### src/rtl/pm_pkg.sv
package pm_pkg;
  // Strobes from readout control to the datapath, one cycle wide each
  typedef struct packed {
    logic load;   // first falling edge of a frame: capture the frame
    logic shift;  // later falling edge: advance to the next bit
    logic done;   // last rising edge: frame complete
  } rdStrobe_t;
endpackage

### src/rtl/pm_readout_ctl.sv
module pm_readout_ctl
  import pm_pkg::*;
#(
  parameter int FRAME_W = 96
) (
  input  logic      clk,
  input  logic      rstN,
  input  logic      rdClk,
  output rdStrobe_t strb
);
  localparam int CNT_W = $clog2(FRAME_W + 1);
  localparam logic [CNT_W-1:0] LAST = CNT_W'(FRAME_W - 1);

  logic [1:0]       rdSync;
  logic             rdPrev;
  logic [CNT_W-1:0] bitCnt;
  logic             fallEdge, riseEdge;

  assign fallEdge = rdPrev & ~rdSync[1];
  assign riseEdge = ~rdPrev & rdSync[1];

  always_ff @(posedge clk or negedge rstN) begin
    if (!rstN) begin
      rdSync <= 2'b11;
      rdPrev <= 1'b1;
      bitCnt <= '0;
    end else begin
      rdSync <= {rdSync[0], rdClk};
      rdPrev <= rdSync[1];
      if (riseEdge) begin
        if (bitCnt == LAST) bitCnt <= '0;
        else                bitCnt <= bitCnt + 1'b1;
      end
    end
  end

  always_comb begin
    strb.load  = fallEdge && (bitCnt == '0);
    strb.shift = fallEdge && (bitCnt != '0);
    strb.done  = riseEdge && (bitCnt == LAST);
  end


  bit_count_range_chk: assert property (@(posedge clk) disable iff (!rstN)
    bitCnt <= LAST);


  frame_wrap_chk: assert property (@(posedge clk) disable iff (!rstN)
    strb.done |=> bitCnt == '0);
endmodule

### src/rtl/pm_meter_dp.sv
module pm_meter_dp
  import pm_pkg::*;
#(
  parameter int SAMPLE_W = 16,
  parameter int SUB_W    = 80
) (
  input  logic                clk,
  input  logic                rstN,
  input  rdStrobe_t           strb,
  input  logic                sampleValid,
  input  logic [SAMPLE_W-1:0] sampleData,
  input  logic                sampleLeft,
  input  logic                peakMode,
  input  logic [1:0]          holdCtl,
  input  logic                muteIn,
  input  logic [SUB_W-1:0]    subcode,
  output logic                sdo
);
  localparam int MAG_W   = SAMPLE_W - 1;
  localparam int FRAME_W = SUB_W + SAMPLE_W;
  localparam logic [MAG_W-1:0] MAG_MAX = {MAG_W{1'b1}};

  logic [MAG_W-1:0]   mag, magNext, sampleMag, baseMag;
  logic               chanLeft, nextChan, levelFlip, clearNow, accept;
  logic [FRAME_W-1:0] shiftReg;
  logic [SAMPLE_W-1:0] negData;

  // magnitude with saturation of the most negative code
  always_comb begin
    negData = -sampleData;
    if (!sampleData[SAMPLE_W-1])
      sampleMag = sampleData[MAG_W-1:0];
    else if (negData[SAMPLE_W-1])
      sampleMag = MAG_MAX;
    else
      sampleMag = negData[MAG_W-1:0];
  end

  always_comb begin
    clearNow  = muteIn || (holdCtl == 2'b00);
    levelFlip = strb.done && !peakMode;
    nextChan  = levelFlip ? ~chanLeft : chanLeft;
    baseMag   = (clearNow || levelFlip) ? '0 : mag;
    accept    = sampleValid && (peakMode || (sampleLeft == nextChan));
    magNext   = (accept && (sampleMag > baseMag)) ? sampleMag : baseMag;
  end

  always_ff @(posedge clk or negedge rstN) begin
    if (!rstN) begin
      mag      <= '0;
      chanLeft <= 1'b1;
      shiftReg <= '0;
    end else begin
      mag      <= magNext;
      chanLeft <= nextChan;
      if (strb.load)
        shiftReg <= {(peakMode ? 1'b0 : chanLeft), mag, subcode};
      else if (strb.shift)
        shiftReg <= {1'b0, shiftReg[FRAME_W-1:1]};
    end
  end

  assign sdo = shiftReg[0];


  hold_grows_chk: assert property (@(posedge clk) disable iff (!rstN)
    (!clearNow && !levelFlip) |=> mag >= $past(mag));


  level_clear_chk: assert property (@(posedge clk) disable iff (!rstN)
    (levelFlip && !sampleValid && !clearNow) |=> mag == '0);


  level_flip_chk: assert property (@(posedge clk) disable iff (!rstN)
    levelFlip |=> chanLeft != $past(chanLeft));


  peak_keep_chk: assert property (@(posedge clk) disable iff (!rstN)
    (strb.done && peakMode && !clearNow) |=> mag >= $past(mag));


  peak_flag_chk: assert property (@(posedge clk) disable iff (!rstN)
    (strb.load && peakMode) |=> shiftReg[FRAME_W-1] == 1'b0);


  sdo_steady_chk: assert property (@(posedge clk) disable iff (!rstN)
    (!strb.load && !strb.shift) |=> $stable(sdo));


  clear_zero_chk: assert property (@(posedge clk) disable iff (!rstN)
    (clearNow && !sampleValid) |=> mag == '0);
endmodule

### src/rtl/pcm_peak_meter.sv
module pcm_peak_meter
  import pm_pkg::*;
#(
  parameter int SAMPLE_W = 16,
  parameter int SUB_W    = 80
) (
  input  logic                clk,
  input  logic                rstN,
  input  logic                sampleValid,
  input  logic [SAMPLE_W-1:0] sampleData,
  input  logic                sampleLeft,
  input  logic                peakMode,
  input  logic [1:0]          holdCtl,
  input  logic                muteIn,
  input  logic                rdClk,
  input  logic [SUB_W-1:0]    subcode,
  output logic                sdo
);
  localparam int FRAME_W = SUB_W + SAMPLE_W;

  rdStrobe_t strb;

  pm_readout_ctl #(.FRAME_W(FRAME_W)) u_ctl (
    .clk   (clk),
    .rstN  (rstN),
    .rdClk (rdClk),
    .strb  (strb)
  );

  pm_meter_dp #(.SAMPLE_W(SAMPLE_W), .SUB_W(SUB_W)) u_dp (
    .clk         (clk),
    .rstN        (rstN),
    .strb        (strb),
    .sampleValid (sampleValid),
    .sampleData  (sampleData),
    .sampleLeft  (sampleLeft),
    .peakMode    (peakMode),
    .holdCtl     (holdCtl),
    .muteIn      (muteIn),
    .subcode     (subcode),
    .sdo         (sdo)
  );
endmodule

### config.mk
export PLATFORM = sky130hd
export DESIGN_NAME = pcm_peak_meter
export DESIGN_NICKNAME = d
export VERILOG_FILES = /design/src/rtl/pm_pkg.sv /design/src/rtl/pm_readout_ctl.sv /design/src/rtl/pm_meter_dp.sv /design/src/rtl/pcm_peak_meter.sv
export SDC_FILE = /design/constraint.sdc
export NUM_CORES = 1
export LEC_CHECK = 0
export ABC_AREA = 1
export CAP_MARGIN = 25
export CORE_ASPECT_RATIO = 0.8
export CORE_MARGIN = 8
export CORE_UTILIZATION = 35
export DETAILED_ROUTE_END_ITERATION = 16
export HOLD_SLACK_MARGIN = 0.02
export SLEW_MARGIN = 10
export SYNTH_ARGS = -nofsm -noshare
export SYNTH_HDL_FRONTEND = slang
export SYNTH_SLANG_ARGS = --single-unit
### constraint.sdc
create_clock -name clk -period 3.6 [get_ports clk]
set_input_delay 0.36 -clock clk [delete_from_list [all_inputs] [get_ports clk]]
set_output_delay 0.36 -clock clk [all_outputs]
set_load 0.05 [all_outputs]
==> flow_results.xml, run 1 <==
<?xml version="1.0" encoding="UTF-8"?>
<metrics>
  <group name="status">
    <metric name="status" unit="">finished, final reports clean</metric>
  </group>
  <group name="logic_synthesis">
    <metric name="synthesis.area_per_instance" unit="sq um">7.934</metric>
    <metric name="synth.top_cells.by_count" unit="">sky130_fd_sc_hd__o21ai_1 (178), sky130_fd_sc_hd__inv_1 (142), sky130_fd_sc_hd__dfrtp_1 (118)</metric>
    <metric name="yosys_register_bits" unit="">122</metric>
    <metric name="syn_inst" unit="">835</metric>
    <metric name="synth_cell_type_count" unit="">38</metric>
    <metric name="synth_top_cells_by_area" unit="">sky130_fd_sc_hd__dfrtp_1 (45%), sky130_fd_sc_hd__o21ai_1 (13%), sky130_fd_sc_hd__inv_1 (8.0%), sky130_fd_sc_hd__a21oi_1 (7.6%), sky130_fd_sc_hd__nand2_1 (4.5%)</metric>
    <metric name="ys_seq_area_share" unit="%">46.16</metric>
    <metric name="synthMostInstantiatedCell" unit="">sky130_fd_sc_hd__o21ai_1</metric>
    <metric name="synth_top_flop_cell" unit="">sky130_fd_sc_hd__dfrtp_1</metric>
    <metric name="mappedNetlistNets" unit="">958</metric>
    <metric name="post-synth-top-area-fraction" unit="%">44.57</metric>
    <metric name="async_flop_share" unit="%">100.0</metric>
    <metric name="synth_largest_area_cell" unit="">sky130_fd_sc_hd__dfrtp_1</metric>
    <metric name="yosys_warnings" unit="">0</metric>
    <metric name="synth-edff-count" unit="">0</metric>
    <metric name="netlist_area" unit="sq um">6625</metric>
  </group>
  <group name="floorplan">
    <metric name="num_rows" unit="">45</metric>
    <metric name="design.portCount" unit="">106</metric>
    <metric name="core_area" unit="sq um">18750</metric>
    <metric name="die_h" unit="um">139.1</metric>
    <metric name="die-width" unit="um">169.8</metric>
    <metric name="start_util" unit="%">35.34</metric>
    <metric name="fp.dieArea" unit="sq um">23610</metric>
  </group>
  <group name="power_and_ir_drop">
    <metric name="final_total_power" unit="mW">4.852</metric>
    <metric name="sw_frac_of_total" unit="%">30.44</metric>
    <metric name="internal_power" unit="mW">3.375</metric>
    <metric name="pwr-share-seq" unit="%">40.0</metric>
    <metric name="share_clk_of_total_power" unit="%">36.6</metric>
    <metric name="power.ir.vdd_worst" unit="mV">0.2695</metric>
    <metric name="p_leak" unit="nW">3.888</metric>
    <metric name="share_comb_of_total_power" unit="%">23.4</metric>
    <metric name="power_switching" unit="mW">1.477</metric>
    <metric name="power_per_cell_area" unit="nW/um^2">569.7</metric>
  </group>
  <group name="cells_and_area">
    <metric name="final_net_count" unit="">1046</metric>
    <metric name="fillCellCount" unit="">1825</metric>
    <metric name="register_area" unit="sq um">3058</metric>
    <metric name="multi_input_area" unit="sq um">2806</metric>
    <metric name="end_of_flow_core_utilization" unit="%">45.43</metric>
    <metric name="design_area" unit="sq um">8517</metric>
    <metric name="drive_above_1_share" unit="%">9.081</metric>
    <metric name="area_delta_synth_final" unit="%">28.56</metric>
    <metric name="antenna_cells" unit="">0</metric>
  </group>
  <group name="sta">
    <metric name="period_minus_slack" unit="ps">2923</metric>
    <metric name="fmax" unit="MHz">342.1</metric>
    <metric name="tightestPinTransition" unit="ps">1053</metric>
    <metric name="rsz0062_at_grt" unit="">no</metric>
    <metric name="final-max-slew-violation-count" unit="">0</metric>
    <metric name="min_period_over_period" unit="%">81.19</metric>
    <metric name="hold_slack" unit="ps">349.5</metric>
    <metric name="finalSetupViolCount" unit="">0</metric>
    <metric name="max_slew_margin" unit="%">29.77</metric>
    <metric name="hold_viol_final" unit="">0</metric>
    <metric name="clock-skew-final" unit="ps">8.805</metric>
    <metric name="final.setup.tns" unit="ps">0</metric>
  </group>
  <group name="clock_network">
    <metric name="postCtsSetupBuffers" unit="">0</metric>
    <metric name="cts-buffers-inserted" unit="">17</metric>
    <metric name="root_buffer_cell" unit="">sky130_fd_sc_hd__clkbuf_16</metric>
    <metric name="cts_sinks" unit="">122</metric>
    <metric name="path_clk_slew" unit="ps">60</metric>
    <metric name="cts-hold-fix-buffers" unit="">1</metric>
    <metric name="tritoncts" unit="">built</metric>
    <metric name="insertion_delay_of_the_later_clocked_pin_in_the_worst_skew_pair" unit="ps">410</metric>
    <metric name="cts_max_path_buffers" unit="">2</metric>
    <metric name="cts_repair_resize_count" unit="">0</metric>
    <metric name="clock_tree.htree_level_count" unit="">4</metric>
  </group>
  <group name="hold_path">
    <metric name="worst_hold_path.num_cells" unit="">1</metric>
    <metric name="class_of_the_tightest_hold_or_removal_check" unit="">in2reg</metric>
    <metric name="hold_end" unit="">u_ctl.rdSync[0]$_DFF_PN1_</metric>
    <metric name="holdCritStartpoint" unit="">rdClk</metric>
  </group>
  <group name="grt">
    <metric name="grt_max_degree" unit="">105</metric>
    <metric name="antenna_violations_before_repair" unit="">0</metric>
    <metric name="gr-total-overflow" unit="">0</metric>
    <metric name="global_route.usage.total" unit="%">14.25</metric>
    <metric name="first_global_vias" unit="">5489</metric>
    <metric name="wire_length_of_the_first_global_routing_pass" unit="mm">27.59</metric>
  </group>
  <group name="detailed_routing">
    <metric name="number_of_nets_with_antenna_violations_after_detailed_routing" unit="">0</metric>
    <metric name="post-route-drc-count" unit="">0</metric>
    <metric name="avgViaCountPerCell" unit="">4.730</metric>
    <metric name="length_of_the_first_detailed_routing_pass_in_iterations" unit="">4</metric>
    <metric name="avgRoutedWirePerCell" unit="um">13.73</metric>
    <metric name="dr.first_iter.drc_count" unit="">364</metric>
    <metric name="via_count" unit="">5648</metric>
    <metric name="routed_wl" unit="mm">16.39</metric>
  </group>
  <group name="setup_path">
    <metric name="worst_setup_path_start_kind" unit="">primary input</metric>
    <metric name="worstSetupPathType" unit="">in2reg</metric>
    <metric name="arrival" unit="ps">3270</metric>
    <metric name="regToRegEndpoint" unit="">u_dp.mag[14]$_DFF_PN0_</metric>
    <metric name="cp_common_cell" unit="">sky130_fd_sc_hd__nand2_1</metric>
    <metric name="worst_reg2reg_path_length_in_cells" unit="">16</metric>
    <metric name="cp_cell_sequence" unit="">clkdlybuf4s50_1 -&gt; inv_1 -&gt; ha_1 -&gt; nand4_1 -&gt; nand2_1 -&gt; nand3_1 -&gt; nand2_1 -&gt; nand3_1 -&gt; ha_1 -&gt; nand2_1 -&gt; nor2_1 -&gt; nand3_1 -&gt; o21ai_0 -&gt; a21oi_4 -&gt; nand2_4 -&gt; nand2_1 -&gt; nand2_1</metric>
    <metric name="required_worst_endpoint" unit="ps">3950</metric>
    <metric name="critPathCaptureType" unit="">register</metric>
    <metric name="cpMaxStageDelayCell" unit="">sky130_fd_sc_hd__clkdlybuf4s50_1</metric>
    <metric name="worst_path_largest_cell_delay" unit="ps">420</metric>
    <metric name="cpLargestDelayFamily" unit="">simple AND/OR/NAND/NOR gates</metric>
    <metric name="critical_path.max_fanout" unit="">15</metric>
    <metric name="r2r_start" unit="">u_ctl.rdPrev$_DFF_PN1_</metric>
    <metric name="rrSetupSlack" unit="ps">690</metric>
    <metric name="worstPathBufferInverterCount" unit="">2</metric>
    <metric name="cp_num_cells" unit="">17</metric>
  </group>
  <group name="place">
    <metric name="dpl-instance-area" unit="sq um">7893</metric>
    <metric name="detailedPlacementHpwl" unit="mm">11.03</metric>
    <metric name="routabilityCongestion" unit="">0.8726</metric>
    <metric name="placement.io_buffers" unit="">105</metric>
  </group>
  <group name="job">
    <metric name="drv.max_cap_violation_count" unit="">0</metric>
  </group>
</metrics>
==> worst max path at each step <==
stage	slack [ps]	start	to
2_1_floorplan	1010	u_ctl.rdPrev$_DFF_PN1_	u_dp.mag[10]$_DFF_PN0_
3_3_place_gp	280	sampleData[0]	u_dp.mag[0]$_DFF_PN0_
3_5_place_dp	300	sampleData[1]	u_dp.mag[14]$_DFF_PN0_
4_1_cts	650	u_ctl.rdPrev$_DFF_PN1_	u_dp.mag[14]$_DFF_PN0_
5_1_grt	320	u_ctl.rdPrev$_DFF_PN1_	u_dp.mag[0]$_DFF_PN0_
6_report	680	sampleData[0]	u_dp.mag[14]$_DFF_PN0_
==> power by group through the flow <==
stage	logic, mW	clock network, mW	registers [mW]
floorplan	0.804	0	1.94
global placement	1.12	0	1.95
detailed placement	1.14	0	1.96
CTS	1.15	1.82	1.94
global route	1.32	1.88	1.98
finish	1.14	1.78	1.94
==> per-layer routing <==
layer	track usage (%)	wire length, um	part of all wire (%)
met1	19.81	8233	50
met2	21.35	7205	44
met3	3.841	832	5.1
met4	3.905	122	0.74
met5	0	0	0
==> logic make-up (layout without fill, tap and decap cells) <==
family,after synthesis,in the layout,synth area share [%]
AO/OA/AOI/OAI,308,308,23.70
AND/OR/NAND/NOR,193,193,14.92
XOR/XNOR,2,2,0.2644
flip-flops,122,122,46.16
buffers and inverters,192,293,11.56
adder cells (fa/ha/maj),18,18,3.399
==> stage by stage <==
step / cells / setup WS, ps
after floorplan: 835 / 1012
after global placement: 1161 / 283.0
after detailed placement: 1161 / 299.1
after CTS: 1194 / 646.9
after global routing: 1194 / 321.8
final: 1194 / 677.0
==> sequential cells by signal, indices dropped and copies added, names as in the netlist <==
| name | cells |
|---|---|
| u_ctl.bitCnt | 7 |
| u_dp.mag | 15 |
| u_ctl.rdSync | 2 |
| u_dp.shiftReg | 96 |
| u_dp.chanLeft | 1 |
| u_ctl.rdPrev | 1 |
==> cell usage in the layout, fill, tap and decap left out, drive strengths merged, types with 4 or more instances in the layout <==
master,count
o21ai,199
inv,150
dfrtp,118
clkdlybuf4s50,104
a21oi,102
nand2,101
nand3,51
nor2,22
ha,18
clkbuf,17
buf,11
nand4,7
nor3,6
clkinv,5
dfstp,4
==> final cells by class <==
cell class / instances / share of cell area (%)
Multi-Input combinational cell: 521 / 32.95
Tap cell: 258 / 3.790
Timing Repair Buffer: 116 / 13.75
Inverter: 145 / 6.390
Sequential cell: 122 / 35.90
Clock inverter: 15 / 2.218
Clock buffer: 17 / 4.995
Note: power is estimated with default switching activity, not from simulation.
==> run 2: changes to the inputs <==
==> constraint.sdc (replaced) <==
create_clock -name clk -period 2.4 [get_ports clk]
set_input_delay 0.24 -clock clk [delete_from_list [all_inputs] [get_ports clk]]
set_output_delay 0.24 -clock clk [all_outputs]
set_load 0.05 [all_outputs]
==> flow_results.xml, run 2 (synthesis gave the netlist of run 1 again) <==
<?xml version="1.0" encoding="UTF-8"?>
<metrics>
  <group name="sta">
    <metric name="clock-skew-final" unit="ps">8.717</metric>
    <metric name="final.setup.tns" unit="ps">-933.8</metric>
    <metric name="fmax" unit="MHz">402.8</metric>
    <metric name="finalSetupViolCount" unit="">15</metric>
    <metric name="hold_viol_final" unit="">0</metric>
    <metric name="finalWorstSetupSlack" unit="ps">-82.90</metric>
    <metric name="hold_slack" unit="ps">252.7</metric>
    <metric name="rsz0062_at_grt" unit="">yes</metric>
    <metric name="min_period_over_period" unit="%">103.5</metric>
    <metric name="final-max-slew-violation-count" unit="">0</metric>
    <metric name="period_minus_slack" unit="ps">2483</metric>
    <metric name="tightestPinTransition" unit="ps">699.1</metric>
    <metric name="max_slew_margin" unit="%">53.39</metric>
  </group>
  <group name="grt">
    <metric name="antenna_violations_before_repair" unit="">0</metric>
    <metric name="global_route.usage.total" unit="%">14.70</metric>
    <metric name="first_global_vias" unit="">5786</metric>
    <metric name="gr-total-overflow" unit="">0</metric>
    <metric name="wire_length_of_the_first_global_routing_pass" unit="mm">28.58</metric>
    <metric name="grt_max_degree" unit="">98</metric>
  </group>
  <group name="job">
    <metric name="drv.max_cap_violation_count" unit="">0</metric>
  </group>
  <group name="detailed_routing">
    <metric name="number_of_nets_with_antenna_violations_after_detailed_routing" unit="">0</metric>
    <metric name="avgViaCountPerCell" unit="">4.714</metric>
    <metric name="length_of_the_first_detailed_routing_pass_in_iterations" unit="">5</metric>
    <metric name="routed_wl" unit="mm">16.92</metric>
    <metric name="post-route-drc-count" unit="">0</metric>
    <metric name="via_count" unit="">5963</metric>
    <metric name="avgRoutedWirePerCell" unit="um">13.38</metric>
    <metric name="dr.first_iter.drc_count" unit="">457</metric>
  </group>
  <group name="setup_path">
    <metric name="required_worst_endpoint" unit="ps">2700</metric>
    <metric name="critical_path.max_fanout" unit="">10</metric>
    <metric name="worstSetupPathType" unit="">reg2reg</metric>
    <metric name="worst_setup_path_start_kind" unit="">register</metric>
    <metric name="critPathCaptureType" unit="">register</metric>
    <metric name="arrival" unit="ps">2780</metric>
  </group>
  <group name="power_and_ir_drop">
    <metric name="power_switching" unit="mW">2.170</metric>
    <metric name="final_total_power" unit="mW">7.522</metric>
    <metric name="sw_frac_of_total" unit="%">28.85</metric>
    <metric name="pwr-share-seq" unit="%">38.7</metric>
    <metric name="share_clk_of_total_power" unit="%">35.1</metric>
    <metric name="power.ir.vdd_worst" unit="mV">0.5325</metric>
    <metric name="p_leak" unit="nW">4.346</metric>
    <metric name="power_per_cell_area" unit="nW/um^2">798.8</metric>
    <metric name="share_comb_of_total_power" unit="%">26.2</metric>
    <metric name="internal_power" unit="mW">5.352</metric>
  </group>
  <group name="floorplan">
    <metric name="start_util" unit="%">35.34</metric>
    <metric name="fp.dieArea" unit="sq um">23610</metric>
    <metric name="die_h" unit="um">139.1</metric>
    <metric name="core_area" unit="sq um">18750</metric>
    <metric name="num_rows" unit="">45</metric>
    <metric name="design.portCount" unit="">106</metric>
    <metric name="die-width" unit="um">169.8</metric>
  </group>
  <group name="cells_and_area">
    <metric name="antenna_cells" unit="">0</metric>
    <metric name="final_net_count" unit="">1118</metric>
    <metric name="layout.cells.most_common" unit="">sky130_fd_sc_hd__o21ai_1</metric>
    <metric name="drive_above_1_share" unit="%">20.36</metric>
    <metric name="largest_register_ff_count" unit="">96</metric>
    <metric name="biggestRegsByFlops" unit="">u_dp.shiftReg: 96 flops, u_dp.mag: 15 flops, u_ctl.bitCnt: 7 flops</metric>
    <metric name="area_delta_synth_final" unit="%">42.13</metric>
    <metric name="largest_register" unit="">u_dp.shiftReg</metric>
    <metric name="layoutNonFillerInstCount" unit="">1265</metric>
    <metric name="final_cell_mix" unit="">sky130_fd_sc_hd__o21ai_1 (178), sky130_fd_sc_hd__inv_1 (135), sky130_fd_sc_hd__dfrtp_1 (118)</metric>
  </group>
  <group name="clock_network">
    <metric name="cts_max_path_buffers" unit="">2</metric>
    <metric name="tritoncts" unit="">built</metric>
    <metric name="path_clk_slew" unit="ps">50</metric>
    <metric name="root_buffer_cell" unit="">sky130_fd_sc_hd__clkbuf_16</metric>
    <metric name="clock_tree.htree_level_count" unit="">4</metric>
    <metric name="insertion_delay_of_the_later_clocked_pin_in_the_worst_skew_pair" unit="ps">410</metric>
    <metric name="cts-buffers-inserted" unit="">17</metric>
    <metric name="cts_sinks" unit="">122</metric>
  </group>
  <group name="place">
    <metric name="routabilityCongestion" unit="">0.8638</metric>
    <metric name="placement.io_buffers" unit="">105</metric>
    <metric name="numPlacedInstances" unit="">1226</metric>
    <metric name="detailedPlacementHpwl" unit="mm">11.43</metric>
  </group>
  <group name="status">
    <metric name="violated_checks" unit="">negative setup slack</metric>
    <metric name="status" unit="">finished, violations left</metric>
  </group>
  <group name="hold_path">
    <metric name="class_of_the_tightest_hold_or_removal_check" unit="">in2reg</metric>
  </group>
</metrics>
-- run 2: what timing repair did --
action | 4_1_cts | 5_1_grt
cloned | 0 | 1
pin swaps | 5 | 12
setup endpoints to repair | 15 | 15
hold buffers | 1 | 0
hold endpoints to repair | 44 | 0
setup buffers | 2 | 4
resized for setup | 12 | 42
-- run 2: worst paths after layout --
path	depth (start not counted)	start	endpoint	slack, ps
setup / recovery	19	u_ctl.bitCnt[1]$_DFFE_PN0N_	u_dp.mag[13]$_DFF_PN0_	-80
hold / removal	1	rdClk	u_ctl.rdSync[0]$_DFF_PN1_	250
setup reg to reg	19	u_ctl.bitCnt[1]$_DFFE_PN0N_	u_dp.mag[13]$_DFF_PN0_	-80
hold reg to reg	0	u_ctl.rdSync[0]$_DFF_PN1_	u_ctl.rdSync[1]$_DFF_PN1_	360
max in group asynchronous	3	rstN	u_ctl.rdPrev$_DFF_PN1_	1230
min in group asynchronous	2	rstN	u_dp.shiftReg[75]$_DFFE_PN0P_	430
-- run 2: per-stage QoR --
stage	util (%)	setup slack [ps]	area [sq um]
3_3_place_gp	45.35	-681.1	8503
2_1_floorplan	-	-67.56	6691
3_5_place_dp	45.35	-706.7	8503
5_1_grt	50.22	-225.0	9417
6_report	50.22	-82.90	9417
4_1_cts	49.06	-166.9	9199
-- run 2: cell type report --
cell class	instances	area, sq um
fillers	1794	9333
multi-input cells	522	3095
flip-flops and latches	122	3058
repair buffers	187	1775
inverters	145	551.8
clock buffers	23	498.0
well taps	258	322.8
clock inverters	8	115.1
-- run 2: critical path: stages (launching register included) --
cell	delay [ps]
sky130_fd_sc_hd__dfrtp_1	410
sky130_fd_sc_hd__ha_4	190
sky130_fd_sc_hd__nand3_4	100
sky130_fd_sc_hd__nor2_4	50
sky130_fd_sc_hd__nand3_4	60
sky130_fd_sc_hd__nand2_4	80
sky130_fd_sc_hd__inv_8	90
sky130_fd_sc_hd__buf_12	130
sky130_fd_sc_hd__nand2_4	60
sky130_fd_sc_hd__ha_4	270
sky130_fd_sc_hd__nand2_2	50
sky130_fd_sc_hd__inv_2	60
sky130_fd_sc_hd__nand3_2	60
sky130_fd_sc_hd__nor3_2	120
sky130_fd_sc_hd__nand2_2	90
sky130_fd_sc_hd__a21oi_4	210
sky130_fd_sc_hd__nand2_4	80
sky130_fd_sc_hd__buf_12	170
sky130_fd_sc_hd__nand2_4	60
sky130_fd_sc_hd__nand2_2	40
-- run 2: layer usage --
metal	track usage, %	share of wire (%)
met1	21.20	51
met5	0	0
met2	20.86	42
met3	3.642	5.5
met4	5.021	1.4
-- run 2: power by group through the flow --
stage | combinational [mW] | clock, mW | sequential, mW
after floorplan | 1.22 | 0 | 2.92
after global placement | 1.86 | 0 | 2.91
after detailed placement | 1.89 | 0 | 2.93
after CTS | 1.93 | 2.68 | 2.91
after global routing | 2.26 | 2.78 | 2.98
final | 1.97 | 2.64 | 2.91
==> run 3: changes to the inputs <==
--- a/config.mk
+++ b/config.mk
@@ -7,7 +7,7 @@
 export LEC_CHECK = 0
 export ABC_AREA = 1
 export CAP_MARGIN = 25
-export CORE_ASPECT_RATIO = 0.8
+export CORE_ASPECT_RATIO = 0.7
 export CORE_MARGIN = 8
 export CORE_UTILIZATION = 35
 export DETAILED_ROUTE_END_ITERATION = 16
@@ -15,4 +15,5 @@
 export SLEW_MARGIN = 10
 export SYNTH_ARGS = -nofsm -noshare
 export SYNTH_HDL_FRONTEND = slang
+export SYNTH_HIERARCHICAL = 1
 export SYNTH_SLANG_ARGS = --single-unit
==> constraint.sdc (replaced) <==
create_clock -name clk -period 2.92 [get_ports clk]
set_input_delay 0.292 -clock clk [delete_from_list [all_inputs] [get_ports clk]]
set_output_delay 0.292 -clock clk [all_outputs]
set_load 0.05 [all_outputs]
==> flow_results.xml, run 3 <==
<?xml version="1.0" encoding="UTF-8"?>
<metrics>
  <group name="cells_and_area">
    <metric name="register_area" unit="sq um">3058</metric>
    <metric name="largest_register_ff_count" unit="">96</metric>
    <metric name="drive_above_1_share" unit="%">17.14</metric>
    <metric name="fillCellCount" unit="">1716</metric>
    <metric name="biggestRegsByFlops" unit="">u_dp/shiftReg: 96 flops, u_dp/mag: 15 flops, u_ctl/bitCnt: 7 flops</metric>
    <metric name="final_net_count" unit="">1033</metric>
    <metric name="layoutNonFillerInstCount" unit="">1158</metric>
    <metric name="layout.cells.most_common" unit="">sky130_fd_sc_hd__nand2_1</metric>
    <metric name="largest_register" unit="">u_dp/shiftReg</metric>
    <metric name="multi_input_area" unit="sq um">2809</metric>
    <metric name="antenna_cells" unit="">0</metric>
    <metric name="final_cell_mix" unit="">sky130_fd_sc_hd__nand2_1 (200), sky130_fd_sc_hd__inv_1 (137), sky130_fd_sc_hd__dfrtp_1 (118)</metric>
    <metric name="design_area" unit="sq um">8832</metric>
    <metric name="area_delta_synth_final" unit="%">38.01</metric>
  </group>
  <group name="sta">
    <metric name="tightestPinTransition" unit="ps">650.6</metric>
    <metric name="hold_viol_final" unit="">0</metric>
    <metric name="fmax" unit="MHz">360.8</metric>
    <metric name="clock-skew-final" unit="ps">10.05</metric>
    <metric name="final-max-slew-violation-count" unit="">0</metric>
    <metric name="min_period_over_period" unit="%">94.93</metric>
    <metric name="finalSetupViolCount" unit="">0</metric>
    <metric name="finalWorstSetupSlack" unit="ps">148.1</metric>
    <metric name="max_slew_margin" unit="%">56.63</metric>
    <metric name="period_minus_slack" unit="ps">2772</metric>
    <metric name="final.setup.tns" unit="ps">0</metric>
  </group>
  <group name="floorplan">
    <metric name="core_area" unit="sq um">17950</metric>
    <metric name="design.portCount" unit="">106</metric>
    <metric name="num_rows" unit="">41</metric>
    <metric name="fp.dieArea" unit="sq um">22940</metric>
    <metric name="die_h" unit="um">129.1</metric>
    <metric name="start_util" unit="%">35.64</metric>
    <metric name="die-width" unit="um">177.6</metric>
  </group>
  <group name="status">
    <metric name="status" unit="">finished, final reports clean</metric>
  </group>
  <group name="clock_network">
    <metric name="path_clk_slew" unit="ps">50</metric>
    <metric name="insertion_delay_of_the_later_clocked_pin_in_the_worst_skew_pair" unit="ps">410</metric>
    <metric name="cts_sinks" unit="">122</metric>
    <metric name="root_buffer_cell" unit="">sky130_fd_sc_hd__clkbuf_16</metric>
    <metric name="cts_max_path_buffers" unit="">2</metric>
    <metric name="clock_tree.htree_level_count" unit="">4</metric>
    <metric name="tritoncts" unit="">built</metric>
    <metric name="cts-buffers-inserted" unit="">17</metric>
  </group>
  <group name="detailed_routing">
    <metric name="dr.first_iter.drc_count" unit="">307</metric>
    <metric name="via_count" unit="">5408</metric>
    <metric name="routed_wl" unit="mm">16.27</metric>
    <metric name="avgViaCountPerCell" unit="">4.670</metric>
    <metric name="length_of_the_first_detailed_routing_pass_in_iterations" unit="">5</metric>
    <metric name="avgRoutedWirePerCell" unit="um">14.05</metric>
    <metric name="post-route-drc-count" unit="">0</metric>
    <metric name="number_of_nets_with_antenna_violations_after_detailed_routing" unit="">0</metric>
  </group>
  <group name="power_and_ir_drop">
    <metric name="p_leak" unit="nW">4.100</metric>
    <metric name="final_total_power" unit="mW">6.441</metric>
    <metric name="power_per_cell_area" unit="nW/um^2">729.2</metric>
    <metric name="power.ir.vdd_worst" unit="mV">0.3403</metric>
  </group>
  <group name="setup_path">
    <metric name="required_worst_endpoint" unit="ps">3260</metric>
    <metric name="arrival" unit="ps">3110</metric>
    <metric name="critical_path.max_fanout" unit="">8</metric>
    <metric name="worst_reg2reg_path_length_in_cells" unit="">18</metric>
    <metric name="rrSetupSlack" unit="ps">150</metric>
    <metric name="regToRegEndpoint" unit="">u_dp/mag[13]$_DFF_PN0_</metric>
    <metric name="timing.critical_path.from" unit="">u_ctl/rdSync[1]$_DFF_PN1_</metric>
    <metric name="worstSetupPathType" unit="">reg2reg</metric>
    <metric name="critPathCaptureType" unit="">register</metric>
    <metric name="worst_setup_path_start_kind" unit="">register</metric>
    <metric name="r2r_start" unit="">u_ctl/rdSync[1]$_DFF_PN1_</metric>
  </group>
  <group name="logic_synthesis">
    <metric name="async_flop_share" unit="%">100.0</metric>
    <metric name="synth_top_flop_cell" unit="">sky130_fd_sc_hd__dfrtp_1</metric>
    <metric name="synth_top_cells_by_area" unit="">sky130_fd_sc_hd__dfrtp_1 (46%), sky130_fd_sc_hd__nand2_1 (13%), sky130_fd_sc_hd__o221ai_1 (11%), sky130_fd_sc_hd__inv_1 (8.1%), sky130_fd_sc_hd__ha_1 (3.5%)</metric>
    <metric name="synth_cell_type_count" unit="">37</metric>
    <metric name="synth_largest_area_cell" unit="">sky130_fd_sc_hd__dfrtp_1</metric>
    <metric name="post-synth-top-area-fraction" unit="%">46.14</metric>
    <metric name="synthMostInstantiatedCell" unit="">sky130_fd_sc_hd__nand2_1</metric>
    <metric name="yosys_register_bits" unit="">122</metric>
    <metric name="synthesis.area_per_instance" unit="sq um">8.377</metric>
    <metric name="synth-edff-count" unit="">0</metric>
    <metric name="synth.top_cells.by_count" unit="">sky130_fd_sc_hd__nand2_1 (216), sky130_fd_sc_hd__inv_1 (138), sky130_fd_sc_hd__dfrtp_1 (118)</metric>
    <metric name="netlist_area" unit="sq um">6400</metric>
    <metric name="mappedNetlistNets" unit="">887</metric>
    <metric name="ys_seq_area_share" unit="%">47.78</metric>
    <metric name="yosys_warnings" unit="">6</metric>
    <metric name="syn_inst" unit="">764</metric>
  </group>
  <group name="grt">
    <metric name="antenna_violations_before_repair" unit="">0</metric>
    <metric name="gr-total-overflow" unit="">0</metric>
    <metric name="grt_max_degree" unit="">71</metric>
    <metric name="wire_length_of_the_first_global_routing_pass" unit="mm">26.39</metric>
    <metric name="first_global_vias" unit="">5298</metric>
    <metric name="global_route.usage.total" unit="%">14.03</metric>
  </group>
  <group name="place">
    <metric name="placement.io_buffers" unit="">105</metric>
    <metric name="dp_slack" unit="ps">-72.88</metric>
    <metric name="numPlacedInstances" unit="">1118</metric>
    <metric name="routabilityCongestion" unit="">0.8451</metric>
    <metric name="detailedPlacementHpwl" unit="mm">11.60</metric>
    <metric name="dpl-instance-area" unit="sq um">8000</metric>
  </group>
  <group name="hold_path">
    <metric name="hold_end" unit="">u_ctl/rdSync[0]$_DFF_PN1_</metric>
    <metric name="worst_hold_path.num_cells" unit="">1</metric>
    <metric name="holdCritStartpoint" unit="">rdClk</metric>
    <metric name="class_of_the_tightest_hold_or_removal_check" unit="">in2reg</metric>
  </group>
  <group name="job">
    <metric name="drv.max_cap_violation_count" unit="">0</metric>
  </group>
</metrics>
## run 3: cell types whose count changed in the layout (fill, tap and decap cells not counted), sizes merged, moves of 3 or more
cell      previous run  this run
clkinvlp             0         6
clkbuf              23        18
nand4                7         2
nor3                 6         2
o22ai                0         4
inv                145       142
o21ai              199        10
nand2              102       227
o221ai               0        80
nor2                22        40
a21oi              102        11
buf                 82        57
## run 3: cells by family (layout without fill, tap and decap cells)
kind of cell	count (synthesis)	in the layout	share of synthesized area, %
xor gates and xnor gates	3	3	0.4106
buffers and inverters	180	337	11.14
AOI/OAI and AO/OA	114	114	14.17
DFF	122	122	47.78
and+or+nand+nor	327	328	22.97
adders and majority gates	18	18	3.519
## run 3: power by group
part           switching, mW  internal (mW)  total, mW
Clock                  0.746           1.33       2.07
Combinational          0.994          0.791       1.79
Sequential             0.227           2.35       2.58
Total                   1.97           4.47       6.44
## run 3: how the worst max path moves through the flow
stage,cells past startpoint,slack (ps),end
after global placement,18,20,u_dp/mag[13]$_DFF_PN0_
after global routing,18,-20,u_dp/mag[6]$_DFF_PN0_
final,18,150,u_dp/mag[13]$_DFF_PN0_
after CTS,19,50,u_dp/mag[7]$_DFF_PN0_
after detailed placement,19,-70,u_dp/mag[7]$_DFF_PN0_
after floorplan,22,300,u_dp/mag[8]$_DFF_PN0_
## run 3: timing repair
item | in CTS | in global routing
hold buffers | 1 | 0
setup endpoints to repair | 0 | 15
resized for setup | 0 | 36
setup buffers | 0 | 6
endpoints found under the hold margin | 45 | 0
## run 3: critical path, cell delays in order, from the launching register on
cell and delay [ps]:
sky130_fd_sc_hd__dfstp_2 570, sky130_fd_sc_hd__nand2_4 80, sky130_fd_sc_hd__nor2_4 140, sky130_fd_sc_hd__nand2_4 70
sky130_fd_sc_hd__nor2_4 150, sky130_fd_sc_hd__nand2_2 90, sky130_fd_sc_hd__nand2_4 110, sky130_fd_sc_hd__clkinvlp_4 220
sky130_fd_sc_hd__nand2_2 160, sky130_fd_sc_hd__ha_4 210, sky130_fd_sc_hd__nand2_2 80, sky130_fd_sc_hd__inv_1 50
sky130_fd_sc_hd__nand2_1 70, sky130_fd_sc_hd__nand2_2 70, sky130_fd_sc_hd__a21oi_4 230, sky130_fd_sc_hd__nand2_4 150
sky130_fd_sc_hd__nand2_4 140, sky130_fd_sc_hd__nand2_1 60, sky130_fd_sc_hd__nand2_1 60
## run 3: final cells by class
cell class | instances | area share (%)
multi-input cells | 463 | 31.80
inverters | 143 | 6.148
clock inverters | 13 | 1.742
well taps | 236 | 3.343
flip-flops and latches | 122 | 34.62
repair buffers | 162 | 17.40
repair inverters | 1 | 0.08500
clock buffers | 18 | 4.859
## run 3: layer usage
| layer | vias up | global-route usage [%] | routed length [um] |
|---|---|---|---|
| met3 | 2 | 3.749 | 824 |
| met1 | 2489 | 21.67 | 8692 |
| li1 | 2802 | - | - |
| met4 | 0 | 2.884 | 31 |
| met5 | - | 0 | 0 |
| met2 | 115 | 18.98 | 6717 |
## run 3: through the flow
step / hold slack (ps) / util [%]
after CTS: 345.1 / 47.86
final: 344.0 / 49.19
after global placement: 351.7 / 44.56
after detailed placement: 353.3 / 44.56
after global routing: 354.1 / 49.19
after floorplan: -3.591 / -
